File: config.mk
export PLATFORM = sky130hd
export DESIGN_NAME = hq_fifo_pair
export DESIGN_NICKNAME = d
export VERILOG_FILES = /design/src/rtl/hq_pkg.sv /design/src/rtl/hq_join_cfg.sv /design/src/rtl/hq_ctrl.sv /design/src/rtl/hq_store.sv /design/src/rtl/hq_fifo_pair.sv
export SDC_FILE = /design/constraint.sdc
export NUM_CORES = 1
export LEC_CHECK = 0
export ABC_AREA = 1
export BUFFER_PORTS_ARGS = -buffer_cell sky130_fd_sc_hd__buf_2
export CAP_MARGIN = 20
export CORE_MARGIN = 10
export CORE_UTILIZATION = 62
export CTS_BUF_LIST = sky130_fd_sc_hd__clkbuf_8
export DETAILED_ROUTE_END_ITERATION = 12
export GPL_ROUTABILITY_DRIVEN = 0
export PLACE_DENSITY = 0.82
export SYNTH_ARGS = -nofsm -noshare
export SYNTH_HDL_FRONTEND = slang
export SYNTH_SLANG_ARGS = --single-unit
File: constraint.sdc
create_clock -name clk -period 6.8 [get_ports clk]
set_input_delay 1.7 -clock clk [delete_from_list [all_inputs] [get_ports clk]]
set_output_delay 1.7 -clock clk [all_outputs]
set_load 0.01 [all_outputs]
File: src/rtl/hq_pkg.sv
package hq_pkg;
  typedef enum logic [1:0] {
    JM_SPLIT  = 2'b00,
    JM_TX     = 2'b01,
    JM_RX     = 2'b10,
    JM_SPLIT2 = 2'b11
  } join_e;

  localparam int Q_TX = 0;
  localparam int Q_RX = 1;
  localparam int NUM_Q = 2;
endpackage

File: src/rtl/hq_join_cfg.sv
module hq_join_cfg
  import hq_pkg::*;
#(
  parameter int DEPTH = 4,
  parameter int PW    = $clog2(2 * DEPTH),
  parameter int LW    = $clog2(2 * DEPTH + 1)
) (
  input  logic                      clk,
  input  logic                      rst_n,
  input  logic [1:0]                join_mode,
  output logic [1:0]                mode_q,
  output logic                      flush,
  output logic [NUM_Q-1:0][LW-1:0]  q_cap,
  output logic [NUM_Q-1:0][PW-1:0]  q_base
);
  function automatic logic [LW-1:0] cap_of(input logic [1:0] m, input int q);
    logic [LW-1:0] c;
    case (join_e'(m))
      JM_TX:   c = (q == Q_TX) ? LW'(2 * DEPTH) : '0;
      JM_RX:   c = (q == Q_RX) ? LW'(2 * DEPTH) : '0;
      default: c = LW'(DEPTH);
    endcase
    return c;
  endfunction

  function automatic logic [PW-1:0] base_of(input logic [1:0] m, input int q);
    logic [PW-1:0] b;
    if (q == Q_TX || join_e'(m) == JM_RX) b = '0;
    else                                  b = PW'(DEPTH);
    return b;
  endfunction

  always_ff @(posedge clk) begin
    if (!rst_n) mode_q <= JM_SPLIT;
    else        mode_q <= join_mode;
  end

  assign flush = (join_mode != mode_q);

  for (genvar q = 0; q < NUM_Q; q++) begin : g_cfg
    assign q_cap[q]  = cap_of(mode_q, q);
    assign q_base[q] = base_of(mode_q, q);
  end
endmodule

File: src/rtl/hq_ctrl.sv
module hq_ctrl #(
  parameter int DEPTH = 4,
  parameter int PW    = $clog2(2 * DEPTH),
  parameter int LW    = $clog2(2 * DEPTH + 1)
) (
  input  logic          clk,
  input  logic          rst_n,
  input  logic          flush,
  input  logic [LW-1:0] cap,
  input  logic          push,
  input  logic          pop,
  input  logic          clr_ovf,
  input  logic          clr_udf,
  output logic          push_acc,
  output logic          pop_acc,
  output logic          push_rej,
  output logic          pop_rej,
  output logic [PW-1:0] wr_ptr,
  output logic [PW-1:0] rd_ptr,
  output logic [LW-1:0] level,
  output logic          full,
  output logic          empty,
  output logic          ovf,
  output logic          udf
);
  function automatic logic [PW-1:0] ptr_inc(input logic [PW-1:0] p,
                                            input logic [LW-1:0] c);
    logic [LW-1:0] w;
    w = LW'(p) + LW'(1);
    return (w >= c) ? '0 : PW'(w);
  endfunction

  function automatic logic [LW-1:0] lvl_next(input logic [LW-1:0] l,
                                             input logic inc, input logic dec);
    return l + LW'(inc) - LW'(dec);
  endfunction

  assign full  = (level == cap);
  assign empty = (level == '0);

  assign push_acc = push && !full  && !flush;
  assign pop_acc  = pop  && !empty && !flush;
  assign push_rej = push && full   && !flush;
  assign pop_rej  = pop  && empty  && !flush;

  always_ff @(posedge clk) begin
    if (!rst_n || flush) begin
      wr_ptr <= '0;
      rd_ptr <= '0;
      level  <= '0;
    end else begin
      if (push_acc) wr_ptr <= ptr_inc(wr_ptr, cap);
      if (pop_acc)  rd_ptr <= ptr_inc(rd_ptr, cap);
      level <= lvl_next(level, push_acc, pop_acc);
    end
  end

  always_ff @(posedge clk) begin
    if (!rst_n) begin
      ovf <= 1'b0;
      udf <= 1'b0;
    end else begin
      ovf <= push_rej | (ovf & ~clr_ovf);
      udf <= pop_rej  | (udf & ~clr_udf);
    end
  end
endmodule

File: src/rtl/hq_store.sv
module hq_store #(
  parameter int W       = 32,
  parameter int ENTRIES = 8,
  parameter int AW      = $clog2(ENTRIES)
) (
  input  logic                 clk,
  input  logic [1:0]           we,
  input  logic [1:0][AW-1:0]   waddr,
  input  logic [1:0][W-1:0]    wdata,
  input  logic [1:0][AW-1:0]   raddr,
  output logic [1:0][W-1:0]    rdata
);
  logic [W-1:0] mem [ENTRIES];

  for (genvar e = 0; e < ENTRIES; e++) begin : g_ent
    always_ff @(posedge clk) begin
      if (we[0] && waddr[0] == AW'(e))      mem[e] <= wdata[0];
      else if (we[1] && waddr[1] == AW'(e)) mem[e] <= wdata[1];
    end
  end

  for (genvar p = 0; p < 2; p++) begin : g_rd
    assign rdata[p] = mem[raddr[p]];
  end
endmodule

File: src/rtl/hq_fifo_pair.sv
module hq_fifo_pair
  import hq_pkg::*;
#(
  parameter int W     = 32,
  parameter int DEPTH = 4,
  parameter int PW    = $clog2(2 * DEPTH),
  parameter int LW    = $clog2(2 * DEPTH + 1)
) (
  input  logic          clk,
  input  logic          rst_n,
  input  logic [1:0]    join_mode,
  input  logic          host_tx_push,
  input  logic [W-1:0]  host_tx_wdata,
  output logic          host_tx_full,
  input  logic          seq_tx_pop,
  output logic [W-1:0]  seq_tx_rdata,
  output logic          seq_tx_empty,
  input  logic          seq_rx_push,
  input  logic [W-1:0]  seq_rx_wdata,
  output logic          seq_rx_full,
  input  logic          host_rx_pop,
  output logic [W-1:0]  host_rx_rdata,
  output logic          host_rx_empty,
  output logic [LW-1:0] tx_level,
  output logic [LW-1:0] rx_level,
  input  logic [3:0]    flag_clear,
  output logic          tx_overflow,
  output logic          tx_underflow,
  output logic          rx_overflow,
  output logic          rx_underflow
);
  localparam int ENTRIES = 2 * DEPTH;

  logic [1:0]                mode_q;
  logic                      flush;
  logic [NUM_Q-1:0][LW-1:0]  q_cap;
  logic [NUM_Q-1:0][PW-1:0]  q_base;

  logic [NUM_Q-1:0]          q_push, q_pop, q_full, q_empty, q_ovf, q_udf;
  logic [NUM_Q-1:0]          q_push_acc, q_pop_acc, q_push_rej, q_pop_rej;
  logic [NUM_Q-1:0][PW-1:0]  q_wptr, q_rptr, q_widx, q_ridx;
  logic [NUM_Q-1:0][LW-1:0]  q_level;
  logic [NUM_Q-1:0][W-1:0]   q_wdata, q_head;

  hq_join_cfg #(.DEPTH(DEPTH), .PW(PW), .LW(LW)) u_cfg (
    .clk(clk), .rst_n(rst_n), .join_mode(join_mode),
    .mode_q(mode_q), .flush(flush), .q_cap(q_cap), .q_base(q_base)
  );

  assign q_push[Q_TX]  = host_tx_push;
  assign q_wdata[Q_TX] = host_tx_wdata;
  assign q_pop[Q_TX]   = seq_tx_pop;
  assign q_push[Q_RX]  = seq_rx_push;
  assign q_wdata[Q_RX] = seq_rx_wdata;
  assign q_pop[Q_RX]   = host_rx_pop;

  for (genvar q = 0; q < NUM_Q; q++) begin : g_q
    hq_ctrl #(.DEPTH(DEPTH), .PW(PW), .LW(LW)) u_ctrl (
      .clk(clk), .rst_n(rst_n), .flush(flush), .cap(q_cap[q]),
      .push(q_push[q]), .pop(q_pop[q]),
      .clr_ovf(flag_clear[2*q]), .clr_udf(flag_clear[2*q+1]),
      .push_acc(q_push_acc[q]), .pop_acc(q_pop_acc[q]),
      .push_rej(q_push_rej[q]), .pop_rej(q_pop_rej[q]),
      .wr_ptr(q_wptr[q]), .rd_ptr(q_rptr[q]), .level(q_level[q]),
      .full(q_full[q]), .empty(q_empty[q]), .ovf(q_ovf[q]), .udf(q_udf[q])
    );
    assign q_widx[q] = q_base[q] + q_wptr[q];
    assign q_ridx[q] = q_base[q] + q_rptr[q];
  end

  hq_store #(.W(W), .ENTRIES(ENTRIES), .AW(PW)) u_store (
    .clk(clk), .we(q_push_acc), .waddr(q_widx), .wdata(q_wdata),
    .raddr(q_ridx), .rdata(q_head)
  );

  assign host_tx_full  = q_full[Q_TX];
  assign seq_tx_empty  = q_empty[Q_TX];
  assign seq_tx_rdata  = q_empty[Q_TX] ? '0 : q_head[Q_TX];
  assign seq_rx_full   = q_full[Q_RX];
  assign host_rx_empty = q_empty[Q_RX];
  assign host_rx_rdata = q_empty[Q_RX] ? '0 : q_head[Q_RX];
  assign tx_level      = q_level[Q_TX];
  assign rx_level      = q_level[Q_RX];
  assign tx_overflow   = q_ovf[Q_TX];
  assign tx_underflow  = q_udf[Q_TX];
  assign rx_overflow   = q_ovf[Q_RX];
  assign rx_underflow  = q_udf[Q_RX];
endmodule

* After elaboration in Yosys (flattened, before gate mapping)
Memories as Yosys holds them, arrays and structs flattened. A register that Yosys moved wholly into a read port is not among the register bits. Cells that the tools add are included.
Word-level totals: bits in registers 26, bits in latches 0, bits in writable memories 256, memory bits (read-only) 0, input bits 76, output and inout port bits 80, logic and storage cells 167, memories 1
Operators by class: $add $sub $neg 10, multiply operators 0, div/mod/pow operators 0, $lt $le $gt $ge 4, eq/ne operators 19, shift-type cells 0, mux-type cells 59, bitwise gates (word level) 20, reductions and logical operators 43
Memory list:
- u_store.mem | depth 8, width 32, rd ports 2, clocked after memory_dff 1, wr ports 8, line hq_store.sv:13 | logic [W-1:0] mem [ENTRIES];
Operator list (number):
- two-way mux 32 bit | 10
- two-way mux 1 bit | 40
- logical AND 1 bit | 32
- == test 3 bit, second input constant | 8
- two-way mux 3 bit | 7
- adder 3 x 1 -> 4 bit, second input constant | 4
- >= comparator 4 bit | 4
- case mux 4 bit (2 select lines) | 2
- == test 3 x 2 -> 1 bit, second input constant | 4
- bitwise OR 1 bit | 12
- adder 4 x 1 -> 4 bit | 2
- == test 4 bit | 2
- zero test 4 bit | 2
- subtractor 4 x 1 -> 4 bit | 2
- adder 3 bit | 2
- == test 3 x 1 -> 1 bit, second input constant | 2
- zero test 1 bit | 6
- zero test 3 bit | 2
- AND 1 bit | 4
- NOT 1 bit | 4
- == test 2 x 1 -> 1 bit, second input constant | 1
- == test 2 bit, second input constant | 1
- != test 2 bit | 1
- logical OR 1 bit | 1

* Depth between registers and ports, before layout
Gate-level depths: netlist of the first run.
depth after elaboration 11, gate-level depth with buffers 16, mapped depth without buffers 15

* Modules after synthesis
A second synthesis of the first run with hierarchy kept.
Unflattened totals: cells, all modules 2870, area total of the unflattened synthesis 19723.9 um^2
By module, submodules not included:
- hq_store | instances 1, cells each 2378, area each 16727.3 um^2, seq. area each 7687.4 um^2
- hq_ctrl | instances 2, cells each 138, area each 967.2 um^2, seq. area each 240.2 um^2
- hq_fifo_pair | instances 1, cells each 187, area each 852.1 um^2, seq. area each 0.0 um^2
- hq_join_cfg | instances 1, cells each 29, area each 210.2 um^2, seq. area each 40.0 um^2

* Worst setup path before layout of the first run
Ideal clock, no wire load.
path kind input to register, start input join_mode[0], end memory u_store.mem[0][0] (enable), setup time 0.466 ns, arrival 4.812 ns, required time 6.334 ns, setup slack 1.523 ns, stages on the path 9, buffers on the path 2, path through inv_1 > nand2_1 > nand2_1 > nand2_4 > nor2_2 > nand2_2 > buf_8 > buf_2 > o21ai_0
RTL lines:
- start, declared | line hq_fifo_pair.sv:11 | input logic [1:0] join_mode,
- end, declared | line hq_store.sv:13

* Worst setup path in the final report of the first run
start register u_cfg.mode_q[0], end output host_rx_rdata[19]
On the way: cells in the longest elaborated chain, start to end 5
Ends and longest elaborated chain:
- start, declared | line hq_join_cfg.sv:11 | output logic [1:0] mode_q,
- start signal, assigned | line hq_join_cfg.sv:35 | else mode_q <= join_mode;
- == test 2 bit
- two-way mux 3 bit | line hq_join_cfg.sv:28 | if (q == Q_TX || join_e'(m) == JM_RX) b = '0;
- adder 3 bit | line hq_fifo_pair.sv:68 | assign q_ridx[q] = q_base[q] + q_rptr[q];
- memory (8 x 32 bit)
- two-way mux 32 bit | line hq_fifo_pair.sv:81 | assign host_rx_rdata = q_empty[Q_RX] ? '0 : q_head[Q_RX];
- end, declared | line hq_fifo_pair.sv:22 | output logic [W-1:0] host_rx_rdata,
No other way between the ends.

==> run metrics, run 1 <==
outcome finished clean; first-pass GRT wire length 97.96 mm; number of flops mapped to enable cells by yosys ~260; WL/cell roughly 22 µm; Worst EP required between 5000 and 6000 ps; Max VDD drop about 120 µV; DR vias/cell roughly 6.5; Max Freq between 0.15 and 0.2 GHz; final hold vios 0; Die X 193.6 µm; total power 0.003645 W; Mapped Nets around 2600; vias in the first global route about 18000; Setup-failing EPs final 0; post-synthesis sequential area ratio 0.4423; Total GRT Usage 0.3173; worst-case clock skew approximately 25 ps; total CTS buffers 48; placed cell areas roughly 19000 µm²; routed via count between 15000 and 20000; relative slew slack 0.1939; fraction of layout cells with a size suffix above 1 0.1148; CTS root buf clkbuf_8; Hold Path Class reg -> reg; Tmin final just over 5000 ps; Die Y about 190 µm; Cell variety after synth 32; Nets 2571; dpl ws 1981 ps; CTS tree yes; grt total ovfl 0; FILL cells between 2000 and 2500; post-route setup slack 1653 ps; Multi-input gate area ~8700 µm²; Synth Instances ~2500; CTS Buffer Depth 3; Worst-path clk slew about 60 ps; largest net degree at the start of global routing about 120; Post-synth ARST share 0; initial antenna violation count 4; Post-Syn Area ~19000 µm²; Final Max Slew Viols 0; Post-Layout Cell Count 2894; register area slightly above 8000 µm²; type of the worst setup path reg -> out; Placed Cells between 2000 and 3000; Row Count 63; Die Area around 37000 µm²; startpoint types register; Leak about 8.5 nW; Fin Setup TNS 0 ps; Max-Cap Viols 0; period utilization 0.7570; Synthesis Warnings 0; # port buffers between 150 and 200; top cell type's share of synthesized area 0.4112; #FFs+latches synth about 290; Worst-Skew Late Latency 590 ps; Initial Util 0.6291; crit path DAT 3450 ps; hpwl dp between 30 and 40 mm; CP max FO 21; postcts setup bufs 0; 1st-iter DRT viols approximately 2800; antenna-violating nets left 0; top post-synthesis cells by area edfxtp_1, nand2_1, o21ai_0, nand3_1, a21oi_1; RSZ-0062 raised after global routing false; final instance area ~20000 µm²; Area Overhead vs Synth 6.713%; syn avg cell area around 7.6 µm²; hold buffer count at CTS 0; PostCTS Resize Cnt 0; dominant synthesized flop cell edfxtp_1; Slew @ Worst Pin 1203 ps; Routed WL about 63 mm; PwrDens approximately 180 nW/µm²; clock sink count 285; Synth area leader edfxtp_1; Pre-antenna DRT Iters 6; critical path endpoint category output port; # DRC 0; core area slightly below 30000 µm²; H-tree Lvls 2; IO Pins 156
[registers in the layout, summed over array words and instances (netlist names), named ones only]
name and cells:
g_q.u_ctrl.udf 2, g_q.u_ctrl.level 8, g_q.u_ctrl.rd_ptr 6, g_q.u_ctrl.wr_ptr 6
g_q.u_ctrl.ovf 2, u_cfg.mode_q 2, u_store.mem 256
[synthesized netlist by cell type, types with 2 or more instances]
cell        n
buf_2     111
fa_1        2
buf_1       9
nor3_1      2
nand2_1   668
clkbuf_1   84
nand3_1   263
edfxtp_1  256
nor2_2      3
buf_6      18
nand2_2     2
o21a_1     32
nand2_4     7
ha_1       32
dfxtp_1    29
inv_1     148
a21oi_1   175
nand3_2     2
nor2_1    203
nor2_8      7
xor2_1      3
inv_2       4
o21ai_0   310
o211ai_1   64
buf_4      18
nand3b_2    6
xnor2_1     3
[logic make-up after synthesis]
| logic type | after synthesis | synth area share |
|---|---|---|
| flip-flops | 285 | 0.4423 |
| AND/OR/NAND/NOR | 1165 | 0.2646 |
| AO/OA/AOI/OAI | 582 | 0.1688 |
| XOR/XNOR | 6 | 0.002812 |
| adder cells (fa/ha/maj) | 34 | 0.02356 |
| buffers and inverters | 394 | 0.09798 |
[per-layer routing]
layer,vias up,GRT usage,part of all wire
li1,8267,-,-
met1,8596,0.3891,0.35
met2,1623,0.5105,0.46
met3,321,0.07192,0.14
met4,0,0.1714,0.053
met5,-,0,0
[power breakdown]
group	switching (W)	internal [W]	total (W)
logic	0.000190	0.0000822	0.000272
clock network	0.000728	0.000713	0.00144
registers	0.00000712	0.00192	0.00193
total	0.000926	0.00272	0.00365
[layout make-up]
cell class              instances  share of cell area
repair buffers                186             0.05156
inverters                     153             0.02879
clock inverters                36            0.007150
well taps                     390             0.02446
flip-flops and latches        285              0.4153
diodes                          4           0.0005018
multi-input cells            1787              0.4357
clock buffers                  53             0.03657
[critical path: stages (launching register included)]
cell and delay (ps):
dfxtp_1 370, inv_2 50, ha_1 300, xnor2_2 960, buf_4 470, o21ai_0 140
a21oi_1 350, buf_2 210
[metrics by stage]
stage | utilization | hold slack [ps]
finish | 0.6713 | 465.9
global route | 0.6711 | 484.3
CTS | 0.6710 | 467.3
detailed placement | 0.6416 | 450.0
global placement | 0.6407 | 449.9
floorplan | - | 487.1
[layout by cell type, fill, tap and decap left out, types with 4 or more instances in the layout]
cell and instances:
nand2_1 668, o21ai_0 302, nand3_1 263, edfxtp_1 256, nor2_1 203, a21oi_1 175, inv_1 166, buf_2 155
o211ai_1 64, clkbuf_8 53, o21a_1 32, ha_1 32, buf_4 30, dfxtp_1 24, clkinv_1 16, o21ai_4 8
nor2_8 7, nand2_4 7, nand3b_2 6, diode_2 4, inv_2 4, dfxtp_4 4
[path summary, 6_finish.rpt]
| check | cells past startpoint | slack [ps] | startpoint | endpoint |
|---|---|---|---|---|
| worst max-delay path | 7 | 1650 | u_cfg.mode_q[0]$_SDFF_PN0_ | host_rx_rdata[19] |
| worst min-delay path | 2 | 470 | g_q[1].u_ctrl.udf$_SDFF_PN0_ | g_q[1].u_ctrl.udf$_SDFF_PN0_ |
| worst min register to register | 2 | 470 | g_q[1].u_ctrl.udf$_SDFF_PN0_ | g_q[1].u_ctrl.udf$_SDFF_PN0_ |
| worst max register to register | 11 | 2930 | u_cfg.mode_q[0]$_SDFF_PN0_ | u_store.mem[7][30]$_DFFE_PP_ |
No activity file was read; power rests on OpenSTA's default activity.
==> run 2, diff against run 1 <==
--- a/config.mk
+++ b/config.mk
@@ -5,15 +5,15 @@
 export SDC_FILE = /design/constraint.sdc
 export NUM_CORES = 1
 export LEC_CHECK = 0
-export ABC_AREA = 1
+export ABC_AREA = 0
 export BUFFER_PORTS_ARGS = -buffer_cell sky130_fd_sc_hd__buf_2
 export CAP_MARGIN = 20
 export CORE_MARGIN = 10
-export CORE_UTILIZATION = 62
+export CORE_UTILIZATION = 56
 export CTS_BUF_LIST = sky130_fd_sc_hd__clkbuf_8
 export DETAILED_ROUTE_END_ITERATION = 12
 export GPL_ROUTABILITY_DRIVEN = 0
-export PLACE_DENSITY = 0.82
+export PLACE_DENSITY = 0.79
 export SYNTH_ARGS = -nofsm -noshare
 export SYNTH_HDL_FRONTEND = slang
 export SYNTH_SLANG_ARGS = --single-unit
==> constraint.sdc (replaced) <==
create_clock -name clk -period 4.5 [get_ports clk]
set_input_delay 1.125 -clock clk [delete_from_list [all_inputs] [get_ports clk]]
set_output_delay 1.125 -clock clk [all_outputs]
set_load 0.01 [all_outputs]
==> run metrics, run 2 <==
Die Area 37520 µm²; Max VDD drop between 150 and 200 µV; postcts setup bufs 0; CP Cell Sequence buf_4 -> mux4_2 -> mux2i_1 -> nor2_1 -> buf_2; RR Endpoint u_store.mem[1][6]$_DFFE_PP_; Hold Path Class reg -> reg; clock sink count ~290; CP bufs+invs 2; reg2reg setup slack ~740 ps; hold path start g_q[0].u_ctrl.wr_ptr[0]$_SDFFE_PP0P_; met3 WL approximately 3.3 mm; total CTS buffers 49; register area 8279 µm²; Initial Util 0.5686; top routing layer in use met5; commonest cells in the netlist edfxtp_1, mux2_2, mux4_2, nand2_1, a21oi_1; Routed WL approximately 44 mm; CTS root buf clkbuf_8; Die X 193.7 µm; Total GRT Usage 0.2257; first-pass GRT wire length 66.38 mm; Worst-path clk slew 60 ps; Slew @ Worst Pin around 1000 ps; Worst Hold End g_q[0].u_ctrl.wr_ptr[0]$_SDFFE_PP0P_; vias in the first global route 11405; Synth area leader edfxtp_1; outcome finished clean; Post-synth ARST share 0; grt total ovfl 0; Worst Reg-to-Reg Cells 7; hold buffer count at CTS 0; Fin Setup TNS 0 ps; slowest stage cell, crit path dfxtp_4; Cell variety after synth 47; Biggest register u_store.mem; RSZ-0062 raised after global routing false; CTS tree yes; largest net degree at the start of global routing 64; Top Registers u_store.mem: 256 flops, g_q.u_ctrl.level: 8 flops; top cell type's share of synthesized area 0.4550; commonest non-fill, non-tap cell in the layout edfxtp_1; most common cell in the synthesized netlist edfxtp_1; syn avg cell area ~15 µm²; Core Util, Final 0.6420; Tmin final 3920 ps; Area Overhead vs Synth 12.91%; Leak roughly 6.8 nW; Max-Cap Viols 0; Final Max Slew Viols 0; top post-synthesis cells by area edfxtp_1, mux4_2, mux2_2, dfxtp_1, mux2_4; initial antenna violation count 6; FILL cells around 2200; Met2 Routed Length about 23 mm; WL met1 around 17 mm; hpwl dp roughly 28 mm; Hold Path Stages 2; Synth Instances between 1000 and 1500; Largest register FFs 256; Mapped Nets around 1200; antenna-violating nets left 0; final hold vios 0; CP max FO 33; Nets between 1000 and 1500; dominant synthesized flop cell edfxtp_1; #FFs+latches synth ~290; Pre-antenna DRT Iters 5; CTS Buffer Depth 3; H-tree Lvls 2; IO Pins roughly 160; PostCTS Resize Cnt 0; Top Family by Delay on Critical Path flip-flops; WL/cell around 26 µm; period utilization 0.8712; Setup-failing EPs final 0; Die Y about 190 µm; routed via count 10869; startpoint types register; Worst-Skew Late Latency 580 ps; # DRC 0; post-synthesis sequential area ratio 0.4893; core area roughly 30000 µm²; # port buffers 155; Synthesis Warnings 0; most frequent cells in the layout edfxtp_1, mux2_2, buf_2, mux4_2, nand2_1; Worst EP required between 3000 and 4000 ps; DR vias/cell about 6.4; Multi-input gate area around 8200 µm²; worst-case clock skew approximately 15 ps; R2R Path Start u_cfg.mode_q[0]$_SDFF_PN0_; Row Count between 60 and 70; Max Freq between 0.2 and 0.3 GHz; 1st-iter DRT viols ~950; fraction of layout cells with a size suffix above 1 0.5027; PwrDens 286.8 nW/µm²; crit path DAT approximately 2800 ps; relative slew slack 0.3330; type of the worst setup path reg -> out; critical path's largest stage delay 810 ps; Post-Syn Area around 17000 µm²; critical path endpoint category output port; number of flops mapped to enable cells by yosys ~260
-- run 2: final cells by class --
class,count,area share
antenna,4,0.0005247
timing repair buffer,188,0.05955
inverter,36,0.007083
tap,390,0.02558
clock buffer,50,0.03607
clock inverter,40,0.008854
multi-input combinational,712,0.4283
sequential,285,0.4340
-- run 2: logic make-up (layout without fill, tap and decap cells) --
group / count (synthesis) / after routing / synth area share
xor gates and xnor gates: 16 / 16 / 0.008294
buffers and inverters: 113 / 314 / 0.03569
and+or+nand+nor: 164 / 164 / 0.04258
other: 0 / 4 / 0
muxes: 419 / 419 / 0.3686
DFF: 285 / 285 / 0.4893
adders and majority gates: 34 / 34 / 0.02607
AOI/OAI and AO/OA: 79 / 79 / 0.02940
-- run 2: per-stage QoR --
step / instances / area [µm²] / worst slack, ps / hold slack, ps / power (W)
after floorplan: 1110 / 16900 / 26.42 / 464.8 / 0.003265
after global placement: 1611 / 18210 / 663.8 / 483.4 / 0.003422
after detailed placement: 1611 / 18210 / 563.6 / 487.4 / 0.003438
after CTS: 1701 / 19070 / 510.1 / 500.5 / 0.005501
after global routing: 1703 / 19070 / 386.5 / 523.2 / 0.005660
final: 1705 / 19080 / 579.7 / 499.4 / 0.005472
-- run 2: worst reg2reg max path, delay by kind of cell, from the launching register on --
family	cells	cell delay [ps]
AND/OR/NAND/NOR	2	1090
AO/OA/AOI/OAI	1	890
multiplexers	1	470
adder cells (fa/ha/maj)	1	420
flip-flops	1	370
XOR/XNOR	1	200
buffers and inverters	1	60
-- run 2: per-layer routing --
metal	up-vias	track usage
met5	-	0
met4	4	0.06896
li1	4738	-
met2	459	0.3956
met1	5602	0.2776
met3	66	0.04080
-- run 2: power by group --
group / switching, W / total [W] / internal (W)
logic: 0.000234 / 0.000457 / 0.000223
clock network: 0.00105 / 0.00208 / 0.00103
registers: 0.0000132 / 0.00293 / 0.00292
-- run 2: how the worst max path moves through the flow --
stage / slack [ps] / to / start / depth (start not counted)
finish: 580 / seq_tx_rdata[14] / register / 5
global route: 390 / seq_tx_rdata[14] / register / 5
detailed placement: 560 / u_store.mem[1][27]$_DFFE_PP_ / join_mode[0] / 6
floorplan: 30 / u_store.mem[7][0]$_DFFE_PP_ / join_mode[0] / 4
global placement: 660 / u_store.mem[1][5]$_DFFE_PP_ / join_mode[1] / 6
CTS: 510 / seq_tx_rdata[14] / register / 5
==> run 3, diff against run 2 <==
--- a/config.mk
+++ b/config.mk
@@ -14,6 +14,7 @@
 export DETAILED_ROUTE_END_ITERATION = 12
 export GPL_ROUTABILITY_DRIVEN = 0
 export PLACE_DENSITY = 0.79
+export REMOVE_ABC_BUFFERS = 1
 export SYNTH_ARGS = -nofsm -noshare
 export SYNTH_HDL_FRONTEND = slang
 export SYNTH_SLANG_ARGS = --single-unit
==> run metrics, run 3 (same netlist as run 2, synthesis figures left out) <==
startpoint types register; CP max FO 25; Placed Cells 1608; CTS root buf clkbuf_8; # DRC 0; WHS ~510 ps; Setup-failing EPs final 0; initial antenna violation count 8; Top Registers u_store.mem: 256 flops, g_q.u_ctrl.level: 8 flops; Final Max Slew Viols 0; Nets about 1400; Worst-Skew Late Latency around 580 ps; crit path DAT ~3000 ps; H-tree Lvls 2; Row Count 63; FILL cells ~2200; RSZ-0062 raised after global routing false; relative slew slack 0.2922; Worst-path clk slew approximately 60 ps; Tmin final 4121 ps; Largest register FFs 256; type of the worst setup path reg -> out; # port buffers 155; Pre-antenna DRT Iters 5; Slew @ Worst Pin around 1100 ps; core area around 30000 µm²; Die X between 150 and 200 µm; Die Area roughly 38000 µm²; CTS tree yes; DR vias/cell between 6 and 7; Initial Util 0.5686; Routed WL roughly 45 mm; postcts setup bufs 0; Leak slightly below 7 nW; fraction of layout cells with a size suffix above 1 0.5015; Area Overhead vs Synth 12.96%; Post-Layout Cell Count ~1700; commonest non-fill, non-tap cell in the layout edfxtp_1; final hold vios 0; vias in the first global route around 12000; PwrDens roughly 290 nW/µm²; PostCTS Resize Cnt 0; clock sink count roughly 290; period utilization 0.9158; most frequent cells in the layout edfxtp_1, mux2_2, buf_2, mux4_2, nand2_1; 1st-iter DRT viols 876; first-pass GRT wire length 68.94 mm; antenna-violating nets left 0; worst-case clock skew 10.18 ps; register area 8284 µm²; Biggest register u_store.mem; Max VDD drop roughly 220 µV; Worst EP required between 3000 and 4000 ps; IO Pins about 160; Max-Cap Viols 0; total CTS buffers 50; outcome finished clean; hold buffer count at CTS 0; Total GRT Usage 0.2339; grt total ovfl 0; Hold Path Class reg -> reg; Die Y approximately 190 µm; Hold Path Stages 2; WL/cell 26.38 µm; CTS Buffer Depth 3; hpwl dp 28.13 mm; critical path endpoint category output port; Max Freq 0.2427 GHz; Worst Reg-to-Reg Cells 7; largest net degree at the start of global routing 40; routed via count ~11000; Multi-input gate area slightly above 8000 µm²
## run 3: cell count changes in the layout (fill, tap and decap cells not counted), sizes merged
cell | before | now
buf | 188 | 185
bufinv | 0 | 1
clkinv | 20 | 16
diode | 4 | 5
inv | 54 | 59
## run 3: worst paths after layout
kind | startpoint | endpoint | slack (ps)
worst max-delay path | u_cfg.mode_q[0]$_SDFF_PN0_ | host_rx_rdata[18] | 380
worst min-delay path | g_q[0].u_ctrl.wr_ptr[0]$_SDFFE_PP0P_ | g_q[0].u_ctrl.wr_ptr[0]$_SDFFE_PP0P_ | 510
worst max register to register | u_cfg.mode_q[0]$_SDFF_PN0_ | u_store.mem[6][19]$_DFFE_PP_ | 800
worst min register to register | g_q[0].u_ctrl.wr_ptr[0]$_SDFFE_PP0P_ | g_q[0].u_ctrl.wr_ptr[0]$_SDFFE_PP0P_ | 510
## run 3: through the flow
stage / utilization / total power, W / worst slack [ps] / area, µm² / setup TNS (ps)
6_report: 0.6422 / 0.005563 / 379.1 / 19090 / 0
2_1_floorplan: - / 0.003255 / -255.5 / 16430 / -37390
5_1_grt: 0.6418 / 0.005751 / 240.5 / 19070 / 0
4_1_cts: 0.6418 / 0.005586 / 360.6 / 19070 / 0
3_3_place_gp: 0.6118 / 0.003415 / 750.0 / 18180 / 0
3_5_place_dp: 0.6118 / 0.003432 / 681.3 / 18180 / 0
## run 3: worst max-delay path: stages, from the launching register on
cell and delay, ps:
dfxtp_1 360, inv_1 50, ha_1 370, xnor2_2 530, buf_4 450, nand2_1 110, a21oi_1 310, buf_2 210
## run 3: routing by layer
metal	vias up	wire length, µm	global-route usage
met3	89	3419	0.05014
met5	-	69	0
met2	433	22460	0.3927
li1	4712	-	-
met4	10	1006	0.06724
met1	5534	18020	0.2991
## run 3: layout make-up
cell class / instances / share of cell area
well taps: 390 / 0.02557
clock inverters: 42 / 0.01075
flip-flops and latches: 285 / 0.4341
diodes: 5 / 0.0006556
clock buffers: 50 / 0.03606
repair buffers: 185 / 0.05769
multi-input cells: 712 / 0.4282
inverters: 36 / 0.007080
## run 3: report_power, final
group	internal (W)	switching [W]	total (W)
Combinational	0.000219	0.000233	0.000453
Sequential	0.00292	0.0000134	0.00293
Clock	0.00109	0.00109	0.00218
